[src/rtl/scanline_irq_pkg.sv]
package scanline_irq_pkg;

    localparam int unsigned SEL_W = 2;
    localparam int unsigned N_CMD = 4;

    // Decoded command codes on wr_sel
    localparam logic [SEL_W-1:0] SEL_LOAD_CNT = 2'd0;
    localparam logic [SEL_W-1:0] SEL_LOAD_REL = 2'd1;
    localparam logic [SEL_W-1:0] SEL_CLEAR    = 2'd2;
    localparam logic [SEL_W-1:0] SEL_ARM      = 2'd3;

    typedef struct packed {
        logic arm;
        logic clear;
        logic load_rel;
        logic load_cnt;
    } sirq_cmd_t;

    typedef enum logic {
        ST_IDLE  = 1'b0,
        ST_ARMED = 1'b1
    } sirq_state_t;

endpackage

[src/rtl/sirq_cmd_decode.sv]
module sirq_cmd_decode
    import scanline_irq_pkg::*;
(
    input  logic             wr_en,
    input  logic [SEL_W-1:0] wr_sel,
    output sirq_cmd_t        cmd,
    output logic             any_write
);

    logic [N_CMD-1:0] hit;

    for (genvar g = 0; g < N_CMD; g++) begin : g_hit
        assign hit[g] = wr_en && (wr_sel == SEL_W'(g));
    end

    always_comb begin
        cmd.load_cnt = hit[SEL_LOAD_CNT];
        cmd.load_rel = hit[SEL_LOAD_REL];
        cmd.clear    = hit[SEL_CLEAR];
        cmd.arm      = hit[SEL_ARM];
        any_write    = |hit;
    end

endmodule

[src/rtl/sirq_line_gate.sv]
module sirq_line_gate (
    input  logic hsync,
    input  logic vsync,
    input  logic any_write,
    input  logic line_visible,
    input  logic bg_on,
    input  logic spr_on,
    output logic step_req,
    output logic frame_req
);

    logic drawing;

    always_comb begin
        drawing   = line_visible && bg_on && spr_on;
        // A write in the same cycle masks both sync actions
        frame_req = vsync && !any_write;
        step_req  = hsync && drawing && !any_write && !vsync;
    end

endmodule

[src/rtl/sirq_arm_fsm.sv]
module sirq_arm_fsm
    import scanline_irq_pkg::*;
(
    input  logic      clk,
    input  logic      rst_n,
    input  sirq_cmd_t cmd,
    input  logic      count_nz,
    output logic      armed
);

    sirq_state_t state_q;
    sirq_state_t state_d;

    always_comb begin
        state_d = state_q;
        unique case (state_q)
            ST_IDLE: begin
                if (cmd.arm && count_nz) state_d = ST_ARMED;   // T_ARM
            end
            ST_ARMED: begin
                if (cmd.clear) state_d = ST_IDLE;              // T_DISARM
            end
            default: state_d = ST_IDLE;
        endcase
    end

    always_ff @(posedge clk or negedge rst_n) begin
        if (!rst_n) state_q <= ST_IDLE;
        else        state_q <= state_d;
    end

    always_comb begin
        armed = (state_q == ST_ARMED);
    end

endmodule

[src/rtl/sirq_counter.sv]
module sirq_counter
    import scanline_irq_pkg::*;
#(
    parameter int unsigned CNT_W = 8
) (
    input  logic             clk,
    input  logic             rst_n,
    input  sirq_cmd_t        cmd,
    input  logic [CNT_W-1:0] wr_data,
    input  logic             armed,
    input  logic             step_req,
    input  logic             frame_req,
    output logic [CNT_W-1:0] count_q,
    output logic [CNT_W-1:0] reload_q,
    output logic             count_nz,
    output logic             irq_q
);

    localparam logic [CNT_W-1:0] ONE = CNT_W'(1);

    logic do_step;
    logic expire;

    always_comb begin
        count_nz = (count_q != '0);
        do_step  = step_req && armed && count_nz;
        expire   = do_step && (count_q == ONE);
    end

    always_ff @(posedge clk or negedge rst_n) begin
        if (!rst_n) begin
            count_q  <= '0;
            reload_q <= '0;
        end else begin
            if (cmd.load_rel) reload_q <= wr_data;
            if (cmd.load_cnt)      count_q <= wr_data;
            else if (cmd.clear)    count_q <= reload_q;
            else if (frame_req)    count_q <= reload_q;
            else if (expire)       count_q <= reload_q;
            else if (do_step)      count_q <= count_q - ONE;
        end
    end

    always_ff @(posedge clk or negedge rst_n) begin
        if (!rst_n)          irq_q <= 1'b0;
        else if (cmd.clear)  irq_q <= 1'b0;
        else if (expire)     irq_q <= 1'b1;
    end

endmodule

[src/rtl/scanline_irq_counter.sv]
module scanline_irq_counter
    import scanline_irq_pkg::*;
#(
    parameter int unsigned CNT_W = 8
) (
    input  logic             clk,
    input  logic             rst_n,
    input  logic             wr_en,
    input  logic [1:0]       wr_sel,
    input  logic [CNT_W-1:0] wr_data,
    input  logic             hsync,
    input  logic             line_visible,
    input  logic             bg_on,
    input  logic             spr_on,
    input  logic             vsync,
    output logic             irq,
    output logic [CNT_W-1:0] line_count
);

    sirq_cmd_t        cmd;
    logic             any_write;
    logic             step_req;
    logic             frame_req;
    logic             armed;
    logic             count_nz;
    logic [CNT_W-1:0] count_q;
    logic [CNT_W-1:0] reload_q;
    logic             irq_q;

    sirq_cmd_decode u_dec (
        .wr_en     (wr_en),
        .wr_sel    (wr_sel),
        .cmd       (cmd),
        .any_write (any_write)
    );

    sirq_line_gate u_gate (
        .hsync        (hsync),
        .vsync        (vsync),
        .any_write    (any_write),
        .line_visible (line_visible),
        .bg_on        (bg_on),
        .spr_on       (spr_on),
        .step_req     (step_req),
        .frame_req    (frame_req)
    );

    sirq_arm_fsm u_fsm (
        .clk      (clk),
        .rst_n    (rst_n),
        .cmd      (cmd),
        .count_nz (count_nz),
        .armed    (armed)
    );

    sirq_counter #(.CNT_W(CNT_W)) u_cnt (
        .clk       (clk),
        .rst_n     (rst_n),
        .cmd       (cmd),
        .wr_data   (wr_data),
        .armed     (armed),
        .step_req  (step_req),
        .frame_req (frame_req),
        .count_q   (count_q),
        .reload_q  (reload_q),
        .count_nz  (count_nz),
        .irq_q     (irq_q)
    );

    assign irq        = irq_q;
    assign line_count = count_q;

endmodule

[config.mk]
export PLATFORM = sky130hd
export DESIGN_NAME = scanline_irq_counter
export DESIGN_NICKNAME = d
export VERILOG_FILES = /design/src/rtl/scanline_irq_pkg.sv /design/src/rtl/sirq_cmd_decode.sv /design/src/rtl/sirq_line_gate.sv /design/src/rtl/sirq_arm_fsm.sv /design/src/rtl/sirq_counter.sv /design/src/rtl/scanline_irq_counter.sv
export SDC_FILE = /design/constraint.sdc
export NUM_CORES = 1
export LEC_CHECK = 0
export BUFFER_PORTS_ARGS = -buffer_cell sky130_fd_sc_hd__buf_2
export CAP_MARGIN = 20
export CORE_ASPECT_RATIO = 1.25
export CORE_MARGIN = 3
export CORE_UTILIZATION = 49
export CTS_BUF_LIST = sky130_fd_sc_hd__clkbuf_4
export CTS_CLUSTER_DIAMETER = 50
export DETAILED_ROUTE_END_ITERATION = 6
export GPL_TIMING_DRIVEN = 0
export PLACE_DENSITY = 0.79
export SYNTH_ARGS = -nofsm -noshare
export SYNTH_HDL_FRONTEND = slang
export SYNTH_SLANG_ARGS = --single-unit
[constraint.sdc]
create_clock -name clk -period 1.9 [get_ports clk]
set_input_delay 0.095 -clock clk [delete_from_list [all_inputs] [get_ports clk]]
set_output_delay 0.095 -clock clk [all_outputs]
set_load 0.01 [all_outputs]
Word level (Yosys, flattened, before mapping)

Index checks and enable logic that the tools add are counted.

Flip-flop bits (word level): 18
Input port bits: 18
Output and inout bits: 9
Word-level logic and storage cells: 41

Add/subtract/negate cells: 1
Equal/unequal tests: 4
Muxes and demuxes: 10
Bitwise gates (word level): 1
Reductions and logical operators: 21

Operators with widths:

| cell                                             | count |
|---|---|
| two-way mux 8 bit                                | 5 |
| logical AND 1 bit                                | 14 |
| == test 8 x 1 -> 1 bit, second input constant    | 1 |
| nonzero test 8 bit                               | 1 |
| subtractor 8 x 1 -> 8 bit, second input constant | 1 |
| nonzero test 5 bit                               | 1 |
| == test 2 bit, second input constant             | 2 |
| two-way mux 1 bit                                | 4 |
| OR reduction 4 bit                               | 1 |
| == test 2 x 1 -> 1 bit, second input constant    | 1 |
| logical NOT 1 bit                                | 2 |
| logical NOT 2 bit                                | 1 |
| one-hot mux 1 bit (2 select lines)               | 1 |
| nonzero test 2 bit                               | 1 |
| NOT 1 bit                                        | 1 |

Longest topological paths before layout

Depth in word-level cells: 13
Depth in mapped cells: 7
Gate-level depth less buffers: 7

Hierarchy

A second synthesis with hierarchy kept.

Cells, all modules: 114
Area total of the unflattened synthesis: 1158.6 µm²

Modules (own cells, without submodules):

| module          | times used | cells an instance | area each (µm²) | seq. area each (µm²) |
|---|---|---|---|---|
| sirq_counter    | 1          | 103               | 1056.0          | 425.4 |
| sirq_cmd_decode | 1          | 5                 | 41.3            | 0.0 |
| sirq_arm_fsm    | 1          | 3                 | 38.8            | 25.0 |
| sirq_line_gate  | 1          | 3                 | 22.5            | 0.0 |

Least setup slack after synthesis

OpenSTA, ideal clock, no wires.

Kind: reg2reg
Start: register u_cnt.count_q[0]
End: register u_cnt.count_q[3]
Setup time: 124 ps
Arrival time: 2089 ps
Required time: 1776 ps
Slack: -313 ps
Stages on the path, launching flop included: 8
Path buffers: 0
Clock period less this slack: 2213 ps
Cells stage by stage: dfrtp_1 > inv_1 > ha_1 > or4b_1 > nor4_4 > or2_4 > a211oi_1 > a211o_1

Longest elaborated chain between the ends: 7
Elaborated cells between the ends (all ways): 11
Classes of those cells: 1 x add/sub; 1 x eq/ne; 5 x mux; 4 x reduce/logical

RTL lines:

| element                                                           | line               | RTL |
|---|---|---|
| start: declaration                                                | sirq_counter.sv:13 | `output logic [CNT_W-1:0] count_q,` |
| start signal: assignment                                          | sirq_counter.sv:36 | `if (cmd.load_cnt) count_q <= wr_data;` |
| start signal: assignment                                          | sirq_counter.sv:37 | `else if (cmd.clear) count_q <= reload_q;` |
| start signal: assignment                                          | sirq_counter.sv:38 | `else if (frame_req) count_q <= reload_q;` |
| branches (longest 7 deep; another with subtractor 8 x 1 -> 8 bit) | n/a                |  |

Several ways; the timed one is not identified. The select of a mux whose other input is x is not followed.
A chain may end at the register's enable or synchronous reset.

Worst setup path after layout

Same ends and word-level chain as after synthesis.

==> flow_metrics.py <==
metrics = {
    "pwr": {
        "pwr-share-clk": 0.167,
        "combPwrFrac": 0.390,
        "power_density_nw_per_um2": 972,
        "switching_share": 0.373,
        "leakage_nw": 0.650,
        "ir_worst_vdd_mv": 0.600,
        "p_seq_frac": 0.442,
        "power.switching_uw": 489,
        "intPower_uw": 824,
    },
    "drt": {
        "via_per_inst": 6.07,
        "wirelength_mm": 2.75,
        "drt-pass1-iter-count": 4,
        "dr.first_iter.drc_count": 26,
        "wl_per_cell_microns": 16.6,
        "drcViolationCount": 0,
        "num_vias": 1001,
        "drtAntennaViolNets": 0,
    },
    "synthesis": {
        "synth_top_family_by_area": "simple AND/OR/NAND/NOR gates",
        "synth_warnings": 0,
        "ys_top_cells_by_count": "dfrtp_1, mux2_2, nor2_1, nor3_1, o21ai_0",
        "yosys.area.top_type": "dfrtp_1",
        "ys_seq_area_frac": 0.422,
        "synth_area_per_cell_sq_um": 10.1,
        "synth_most_common_cell": "dfrtp_1",
        "synth_compound_area_frac": 0.136,
        "synthCells": 106,
        "ys_async_sr_fraction": 1.00,
        "synth-simple-area-share": 0.221,
        "synthTopCellsByArea": "dfrtp_1, mux2_2, ha_1",
        "synth-seq-cells": 18,
        "yosysTopAreaCellShare": 0.422,
        "syn_nets": 127,
        "synthAdderAreaFrac": 0.0351,
        "synthXorXnorAreaFrac": 0.0492,
        "synth_mux_area_frac": 0.112,
        "synth_area_sq_um": 1070,
        "synth_edf_count": 0,
        "ys_types": 30,
        "synth_ff_type": "dfrtp_1",
    },
    "clock_network": {
        "cts_root_buf": "clkbuf_4",
        "path_clk_slew_ps": 110,
        "cts_made_buffers": 3,
        "cts_tree": "yes",
        "cts_sinks": 18,
        "cts_buffer_depth": 2,
        "clk_latency_ps": 310,
        "cts_htree_levels": 1,
    },
    "final_layout": {
        "final_cells": 165,
        "antenna_cells": 0,
        "drive_gt1_frac": 0.393,
        "ff_latch_area_sq_um": 452,
        "fin_util": 0.667,
        "multi_input_area_sq_um": 613,
        "area_growth_pct": 26.5,
        "nets": 167,
        "nFillCells": 157,
    },
    "sta": {
        "setup_viol": 9,
        "hold_viol": 0,
        "fmax_ghz": 0.484,
        "rsz0062_at_grt": "true",
        "worstMarginPinSlew_ps": 1020,
        "finalCriticalPeriod_ps": 2060,
        "holdWs_ps": 15.8,
        "relSlewSlack": 0.321,
        "final_max_slew_viol_count": 0,
        "worst_clock_skew_ps": 11.9,
        "finalCritPeriodShare": 1.09,
        "layout_setup_ws_ps": -165,
    },
    "setup_path": {
        "start_kind": "flip-flop",
        "required_ps": 2090,
        "path_cells": "inv_2, ha_4, or4b_4, nor4_4, or2_4, a211oi_1, a211o_1",
        "worstPathMaxFanout": 5,
        "worstSetupPathType": "flip-flop to flip-flop",
        "arrival_ps": 2250,
        "regToRegSetupSlack_ps": -160,
        "max_stage_delay_ps": 490,
        "slowest_stage": "or4b_4",
        "worstSetupEndpointType": "flip-flop",
    },
    "floorplan": {
        "die_w_microns": 47.8,
        "num_rows": 18,
        "io_pins": 27,
        "core_area_sq_um": 2030,
        "initial_core_util": 0.527,
        "dieArea_sq_um": 2780,
        "dieHeight_microns": 58.2,
    },
    "global_route": {
        "grt_usage": 0.222,
        "overflow": 0,
        "grt_pass1_vias": 1039,
        "grt_pass1_wl_mm": 4.40,
        "antenna_found_initial": 0,
        "grt_max_degree": 19,
    },
    "hold_path": {
        "hold_path_class": "primary input to flip-flop",
    },
    "status": {
        "status": "finished, violations left",
        "violations": "negative setup slack",
    },
    "place": {
        "gp_congestion": 0.838,
        "hpwl_mm": 1.84,
        "dp_cells": 152,
        "io_buffers": 26,
    },
    "job": {
        "drv_cap": 0,
    },
}
## path summary, 6_finish.rpt
check	startpoint	to	cells past startpoint
setup / recovery	u_cnt.count_q[0]$_DFFE_PN0P_	u_cnt.count_q[3]$_DFFE_PN0P_	7
hold / removal	wr_data[4]	u_cnt.count_q[4]$_DFFE_PN0P_	2
setup reg to reg	u_cnt.count_q[0]$_DFFE_PN0P_	u_cnt.count_q[3]$_DFFE_PN0P_	7
hold reg to reg	u_cnt.irq_q$_DFFE_PN0P_	u_cnt.irq_q$_DFFE_PN0P_	2
max in group asynchronous	rst_n	u_cnt.count_q[0]$_DFFE_PN0P_	2
min in group asynchronous	rst_n	u_cnt.count_q[6]$_DFFE_PN0P_	2
## layout by cell type, fill, tap and decap left out, types with 3 or more instances in the layout
master / instances
nand3b_1: 3
buf_2: 26
mux2i_1: 3
o21ai_0: 4
and2_1: 4
clkbuf_4: 4
a21oi_1: 3
mux2_2: 8
xnor2_1: 4
dfrtp_1: 17
inv_1: 3
nor2_1: 8
nor3_1: 5
nand2_1: 5
a211oi_1: 3
a31oi_1: 5
buf_4: 7
## critical path: cells and delay by family (launching register included)
kind                       cells  cell delay [ps]
adders and majority gates      1              150
and+or+nand+nor                3             1010
buffers and inverters          1               60
AOI/OAI and AO/OA              2              300
DFF                            1              420
## per-layer routing
layer / routed length (microns) / up-vias / global-route usage / share of wire
met4: 47 / 0 / 0.131 / 0.017
met5: 0 / - / 0 / 0
met3: 192 / 7 / 0.0435 / 0.070
met1: 1050 / 483 / 0.243 / 0.38
li1: - / 465 / - / -
met2: 1450 / 46 / 0.374 / 0.53
## state kept, by name (all words and copies together), names as in the netlist
signal / flops
u_cnt.count_q: 8
u_cnt.irq_q: 1
u_cnt.reload_q: 8
u_fsm.armed: 1
## through the flow
step	cell area, sq um	worst slack (ps)	total power, mW	setup TNS, ps
after floorplan	1090	-194	0.884	-968
after global placement	1240	-298	1.02	-1800
after detailed placement	1240	-291	1.04	-2020
after CTS	1340	-92.9	1.30	-558
after global routing	1350	-277	1.40	-1890
final	1350	-165	1.31	-1190
## repair_timing
action | 4_1_cts | 5_1_grt
pin swaps | 3 | 1
hold endpoints to repair | 18 | 0
setup endpoints to repair | 8 | 9
hold buffers | 1 | 0
buffers inserted | 7 | 1
gates resized for setup | 2 | 1
## power groups by stage
stage / Clock, mW / Sequential (mW) / Combinational [mW]
floorplan: 0 / 0.584 / 0.300
global placement: 0 / 0.578 / 0.442
detailed placement: 0 / 0.585 / 0.459
CTS: 0.225 / 0.572 / 0.503
global route: 0.242 / 0.592 / 0.565
finish: 0.220 / 0.581 / 0.513
## layout make-up
class / instances / share of cell area
Tap cell: 20 / 0.0185
Multi-Input combinational cell: 81 / 0.454
Inverter: 5 / 0.0139
Buffer: 2 / 0.00648
Sequential cell: 18 / 0.334
Clock buffer: 4 / 0.0222
Timing Repair Buffer: 35 / 0.151
## kinds of logic (layout without fill, tap and decap cells)
kind of cell,after synthesis,in the layout
simple gates,38,38
compound gates,23,23
flops,18,18
mux,11,11
buf+inv,7,46
xor+xnor,6,6
fa+ha+maj,3,3
Power figures use the tool's default switching activity.
